--- config.mk ---
export PLATFORM = sky130hd
export DESIGN_NAME = adc_serial_port
export DESIGN_NICKNAME = d
export VERILOG_FILES = /design/src/rtl/adc_sp_pkg.sv /design/src/rtl/sig_edges.sv /design/src/rtl/conv_timer.sv /design/src/rtl/out_shifter.sv /design/src/rtl/adc_serial_port.sv
export SDC_FILE = /design/constraint.sdc
export NUM_CORES = 1
export LEC_CHECK = 0
export BUFFER_PORTS_ARGS = -buffer_cell sky130_fd_sc_hd__buf_2
export CORE_ASPECT_RATIO = 1.5
export CORE_MARGIN = 1.5
export CORE_UTILIZATION = 55
export CTS_CLUSTER_DIAMETER = 120
export CTS_CLUSTER_SIZE = 30
export DETAILED_ROUTE_END_ITERATION = 16
export PLACE_DENSITY = 0.88
export SLEW_MARGIN = 25
export SYNTH_ARGS = -nofsm -noshare
export SYNTH_HDL_FRONTEND = slang
export SYNTH_SLANG_ARGS = --single-unit
--- constraint.sdc ---
create_clock -name clk -period 1.65 [get_ports clk]
set_input_delay 0.0825 -clock clk [delete_from_list [all_inputs] [get_ports clk]]
set_output_delay 0.0825 -clock clk [all_outputs]
set_load 0.005 [all_outputs]
--- src/rtl/adc_sp_pkg.sv ---
// Package: shared types for the converter serial port.
// Assumes: nothing beyond IEEE 1800-2017.
package adc_sp_pkg;
    typedef enum logic {
        MODE_SELECT = 1'b0,
        MODE_CHAIN  = 1'b1
    } link_mode_t;
endpackage

--- src/rtl/sig_edges.sv ---
// Module: sig_edges
// Detects one edge per input bit in the system clock domain. FALL_SEL chooses
// falling (1) or rising (0) detection per bit.
// Assumes: inputs are already synchronous to clk.
module sig_edges #(
    parameter int             N        = 2,
    parameter logic [N-1:0]   FALL_SEL = '0
) (
    input  logic         clk,
    input  logic         rst_n,
    input  logic [N-1:0] din,
    output logic [N-1:0] evt
);
    logic [N-1:0] prev_q;

    // Keep last cycle's level of every input.
    always_ff @(posedge clk) begin
        if (!rst_n) prev_q <= '0;
        else        prev_q <= din;
    end

    for (genvar g = 0; g < N; g++) begin : g_edge
        if (FALL_SEL[g]) begin : g_fall
            assign evt[g] = prev_q[g] & ~din[g];
        end else begin : g_rise
            assign evt[g] = ~prev_q[g] & din[g];
        end
    end
endmodule

--- src/rtl/conv_timer.sv ---
// Module: conv_timer
// Counts a fixed conversion length after a start pulse. `done` is high in the
// last active cycle, when the result must be captured.
// Assumes: CYCLES >= 2; start is never raised while active.
module conv_timer #(
    parameter int CYCLES = 275
) (
    input  logic clk,
    input  logic rst_n,
    input  logic start,
    output logic active,
    output logic done
);
    localparam int CW = $clog2(CYCLES);

    logic [CW-1:0] cnt_q;
    logic          act_q;

    // Load the count on start and run it down to zero.
    always_ff @(posedge clk) begin
        if (!rst_n) begin
            act_q <= 1'b0;
            cnt_q <= '0;
        end else if (start) begin
            act_q <= 1'b1;
            cnt_q <= CW'(CYCLES - 1);
        end else if (act_q) begin
            if (cnt_q == '0) act_q <= 1'b0;
            else             cnt_q <= cnt_q - 1'b1;
        end
    end

    assign active = act_q;
    assign done   = act_q && (cnt_q == '0);
endmodule

--- src/rtl/out_shifter.sv ---
// Module: out_shifter
// Output shift register with an optional leading busy bit. Shifts toward the
// MSB and takes new bits in at the LSB. Counts data bits so the caller knows
// when the word is used up.
// Assumes: load and shift_en are never high in the same cycle.
module out_shifter #(
    parameter int W = 18
) (
    input  logic         clk,
    input  logic         rst_n,
    input  logic         load,
    input  logic         busy_arm,
    input  logic         shift_en,
    input  logic         din,
    input  logic [W-1:0] par_in,
    output logic         tx_bit,
    output logic         spent
);
    localparam int NW = $clog2(W + 1);

    logic [W-1:0]  sh_q;
    logic [NW-1:0] cnt_q;
    logic          busy_q;

    // Capture a new word, or drop the busy bit, or shift one data bit.
    always_ff @(posedge clk) begin
        if (!rst_n) begin
            sh_q   <= '0;
            busy_q <= 1'b0;
            cnt_q  <= NW'(W);
        end else if (load) begin
            sh_q   <= par_in;
            busy_q <= busy_arm;
            cnt_q  <= '0;
        end else if (shift_en) begin
            if (busy_q) begin
                busy_q <= 1'b0;
            end else begin
                sh_q <= {sh_q[W-2:0], din};
                if (cnt_q != NW'(W)) cnt_q <= cnt_q + 1'b1;
            end
        end
    end

    assign tx_bit = busy_q ? 1'b1 : sh_q[W-1];
    assign spent  = (cnt_q == NW'(W));
endmodule

--- src/rtl/adc_serial_port.sv ---
// Module: adc_serial_port (top)
// Serial port of a sampling converter: strobe edge starts a timed conversion
// and latches the read-out mode; the result is then shifted out on falling
// edges of an external shift clock in select mode or chain mode.
// Assumes: all pins are synchronous to clk; strobe low during reset.
module adc_serial_port
    import adc_sp_pkg::*;
#(
    parameter int DATA_W      = 18,
    parameter int CONV_CYCLES = 275
) (
    input  logic              clk,
    input  logic              rst_n,
    input  logic              conv_start,
    input  logic              ser_in,
    input  logic              shift_clk,
    input  logic [DATA_W-1:0] sample_code,
    output logic              ser_out,
    output logic              ser_oe,
    output logic              retrig_err
);
    logic [1:0] evt;
    logic       strobe_rise, shift_fall;
    logic       conv_active, conv_done, accept;
    logic       tx_bit, spent, sel_low, chain_mode;
    link_mode_t mode_q;
    logic       err_q;

    sig_edges #(.N(2), .FALL_SEL(2'b10)) edges_i (
        .clk   (clk),
        .rst_n (rst_n),
        .din   ({shift_clk, conv_start}),
        .evt   (evt)
    );
    assign strobe_rise = evt[0];
    assign shift_fall  = evt[1];
    assign accept      = strobe_rise && !conv_active;

    conv_timer #(.CYCLES(CONV_CYCLES)) timer_i (
        .clk    (clk),
        .rst_n  (rst_n),
        .start  (accept),
        .active (conv_active),
        .done   (conv_done)
    );

    // Latch the read-out mode on an accepted strobe edge.
    always_ff @(posedge clk) begin
        if (!rst_n)      mode_q <= MODE_SELECT;
        else if (accept) mode_q <= ser_in ? MODE_SELECT : MODE_CHAIN;
    end

    // Sticky flag for a strobe edge arriving mid-conversion.
    always_ff @(posedge clk) begin
        if (!rst_n)                           err_q <= 1'b0;
        else if (strobe_rise && conv_active) err_q <= 1'b1;
    end

    assign chain_mode = (mode_q == MODE_CHAIN);
    assign sel_low    = !conv_start || !ser_in;

    out_shifter #(.W(DATA_W)) shifter_i (
        .clk      (clk),
        .rst_n    (rst_n),
        .load     (conv_done),
        .busy_arm (!chain_mode && sel_low),
        .shift_en (shift_fall && !conv_active),
        .din      (ser_in),
        .par_in   (sample_code),
        .tx_bit   (tx_bit),
        .spent    (spent)
    );

    // Drive enable and data for the current mode.
    always_comb begin
        if (chain_mode) begin
            ser_oe  = 1'b1;
            ser_out = tx_bit;
        end else begin
            ser_oe  = sel_low && (conv_active || !spent);
            ser_out = conv_active ? 1'b0 : tx_bit;
        end
    end

    assign retrig_err = err_q;
endmodule

==> results.txt <==
Initial Util -> 59.0%
RSZ-0062 raised after global routing -> no
Via count -> 1,542
Simple-gate share of the synthesized area -> 17.6%
Sequential area share after synthesis -> 43.4%
Placed Cells -> 256
Synth cell count leaders -> 38 x dfxtp_1, 31 x nor2_1, 20 x a211oi_1, 20 x mux2i_1
Synth Area in Compound Gates -> 18.7%
Endpoints failing hold -> 0
Synth top area share -> 43.4%
Hold path depth -> 2
Cells after Synth -> 188
Largest vdd supply drop -> 965 µV
Number of port buffers -> 25
Inserted Diodes -> 0
Slew at the pin closest to its max-slew limit -> 377 ps
Slew margin rel. -> 74.7%
Critical path launch point type -> flip-flop
Post-synth EDFFs -> 0
Internal power -> 1.75 mW
Async SR Flop Fraction -> 0%
Vias in the first global route -> 1,552
Post-route ant nets -> 0
Adder-Cell Fraction of Synth Area -> 2.14%
Clock buffer depth -> 2
Count leader, synth -> dfxtp_1
First-pass GRT wire length -> 6780 µm
CTS tree -> done
Largest family of logic cells by synthesized area -> compound AO/OA/AOI/OAI gates
Die Y -> 72.1 µm
Setup Skew -> 8.77 ps
Clock power share -> 31.9%
Num ports -> 26
Residual DRC -> 0
Row count -> 24
DR WL/cell -> 15.5 µm
WP buf/inv -> 3
GRT Max-Usage Layer -> met2
Hold WC Path Type -> in2reg
Met1 Usage GRT -> 26.3%
DP Wirelength -> 2650 µm
Die outline width -> 49.1 µm
Post-Layout Cell Count -> 267
Core Box Area -> 2970 µm²
Status -> finished, final reports clean
Crit Path Max Fanout -> 4
Largest stage delay, worst path -> 370 ps
Period utilisation layout -> 96.4%
Pre-CTS setup slack -> 18.3 ps
Grt met2 use -> 45.8%
GR Util All Layers -> 25.1%
Setup crit end kind -> output pin
Layout cells sized above 1 -> 29.8%
TNS Setup -> 0 ps
FF+latch count, synth -> 38
Largest net degree at the start of global routing -> 21
Die ar. -> 3540 µm²
Num CTS Buffers -> 5
Initial antenna violation count -> 0
Power Total -> 2.40 mW
Worst r2r path cells -> 5
Hold_buf cts -> 0
Syn_area_per_cell -> 9.32 µm²
CP top delay family -> flip-flops
CP Depth -> 7
H-tree depth -> 2
Net Sw Frac -> 27.2%
Max Cap Viol -> 0
Drt total wl -> 4150 µm
Required time of the critical path -> 1570 ps
Leading area contributor after synthesis -> dfxtp_1
Synth Flop Type -> dfxtp_1
Clk slew on worst S/H paths -> 70 ps
Xor/xnor share of the synthesized area -> 2.50%
Worst path cell trace -> inv_4, ha_4, nor4bb_4, buf_4, nand2_1, a21o_1, buf_2
Final worst slack -> 59.5 ps
Syn_nets -> 214
Fmax -> 629 MHz
Met3 Use GR -> 6.17%
Drt first pass iters -> 4
Pins Over Slew Limit -> 0
Ranking of synthesized cells by area -> dfxtp_1 43%, mux2i_1 11%, a211oi_1 8.6%, nor2_1 6.6%, ha_1 2.1%
Final net count -> 253
Power per Cell Area -> 1070 nW/µm²
WS Path Type -> reg2out
Post-synthesis mux area share -> 11.4%
Sequential Power Share -> 45.4%
Combinational Power Share -> 22.7%
Yosys warnings -> 0
RePlAce Congestion -> 0.816
Grt total ovfl -> 0
CP max-delay cell -> dfxtp_4
Crit path DAT -> 1510 ps
Final setup viols -> 0
Psw -> 0.652 mW
Clock sink total -> 38
DRT iter0 DRCs -> 31
Root Buffer -> clkbuf_8
Post-layout min period -> 1590 ps
WHS -> 25.0 ps
Cell area after synthesis -> 1750 µm²
Count of distinct cell types in the synthesized netlist -> 39
Area Overhead vs Synth -> 27.9%
Reported leakage power -> 0.905 nW
Worst-Skew Late Latency -> 290 ps
Vias per cell -> 5.78
-- logic make-up (layout without fill, tap and decap cells) --
kind of cell    Yosys count  count (layout)
flops                    38              38
compound gates           45              45
simple gates             59              59
buf+inv                  18              58
fa+ha+maj                 3               3
xor+xnor                  5               5
mux                      20              20
-- final timing paths --
path	slack, ps	to	startpoint
setup / recovery	60	ser_oe	shifter_i.cnt_q[0]$_SDFFE_PP0P_
hold / removal	20	chain_mode$_SDFFE_PN0P_	ser_in
setup reg to reg	60	timer_i.cnt_q[6]$_SDFFE_PP0P_	timer_i.cnt_q[5]$_SDFFE_PP0P_
hold reg to reg	480	retrig_err$_SDFFE_PN0P_	retrig_err$_SDFFE_PN0P_
-- sequential cells by signal, summed over array words and instances (netlist names) --
register / count
shifter_i.sh_q: 18
retrig_err: 1
chain_mode: 1
shifter_i.cnt_q: 5
edges_i.prev_q: 2
timer_i.active: 1
timer_i.cnt_q: 9
shifter_i.busy_q: 1
-- stage by stage --
stage | util (%) | cell area [µm²]
floorplan | - | 1750
global placement | 67.6 | 2010
detailed placement | 67.6 | 2010
CTS | 73.9 | 2200
global route | 75.4 | 2240
finish | 75.4 | 2240
-- cell type report --
| type | instances | area, µm² |
|---|---|---|
| clock buffers | 7 | 76.3 |
| fillers | 190 | 731 |
| clock inverters | 1 | 30.0 |
| inverters | 9 | 36.3 |
| multi-input cells | 132 | 982 |
| flip-flops and latches | 38 | 773 |
| well taps | 39 | 48.8 |
| repair buffers | 41 | 295 |
-- power groups by stage --
stage | logic [mW] | registers, mW | clock network [mW]
detailed placement | 0.468 | 1.10 | 0
finish | 0.543 | 1.09 | 0.764
floorplan | 0.315 | 1.08 | 0
CTS | 0.529 | 1.08 | 0.778
global route | 0.593 | 1.10 | 0.813
global placement | 0.456 | 1.09 | 0
-- metal layers --
| metal | up-vias | share of wire (%) |
|---|---|---|
| met4 | 0 | 3.1 |
| met1 | 738 | 40 |
| met5 | - | 0 |
| li1 | 758 | - |
| met2 | 35 | 54 |
| met3 | 11 | 3.2 |
-- cells in the final DEF (no fill, tap or decap), types with 2 or more instances in the layout --
master,count
a211oi_1,18
a211oi_2,2
a21o_1,3
a21oi_1,7
a311oi_1,3
a31oi_1,2
and2_1,2
buf_12,2
buf_2,25
buf_4,13
clkbuf_1,2
clkbuf_8,5
dfxtp_1,30
dfxtp_2,7
ha_1,2
inv_1,7
mux2i_1,20
nand2_1,8
nand4_1,2
nor2_1,31
o31ai_1,3
or4_1,2
xnor2_1,3
xor2_1,2
-- repair_timing --
action	in CTS	in global routing
endpoints found under the setup margin	6	22
buffers inserted	1	1
pin swaps	2	0
gates cloned	1	0
gates resized for setup	8	15
No activity file was read; power rests on OpenSTA's default activity.
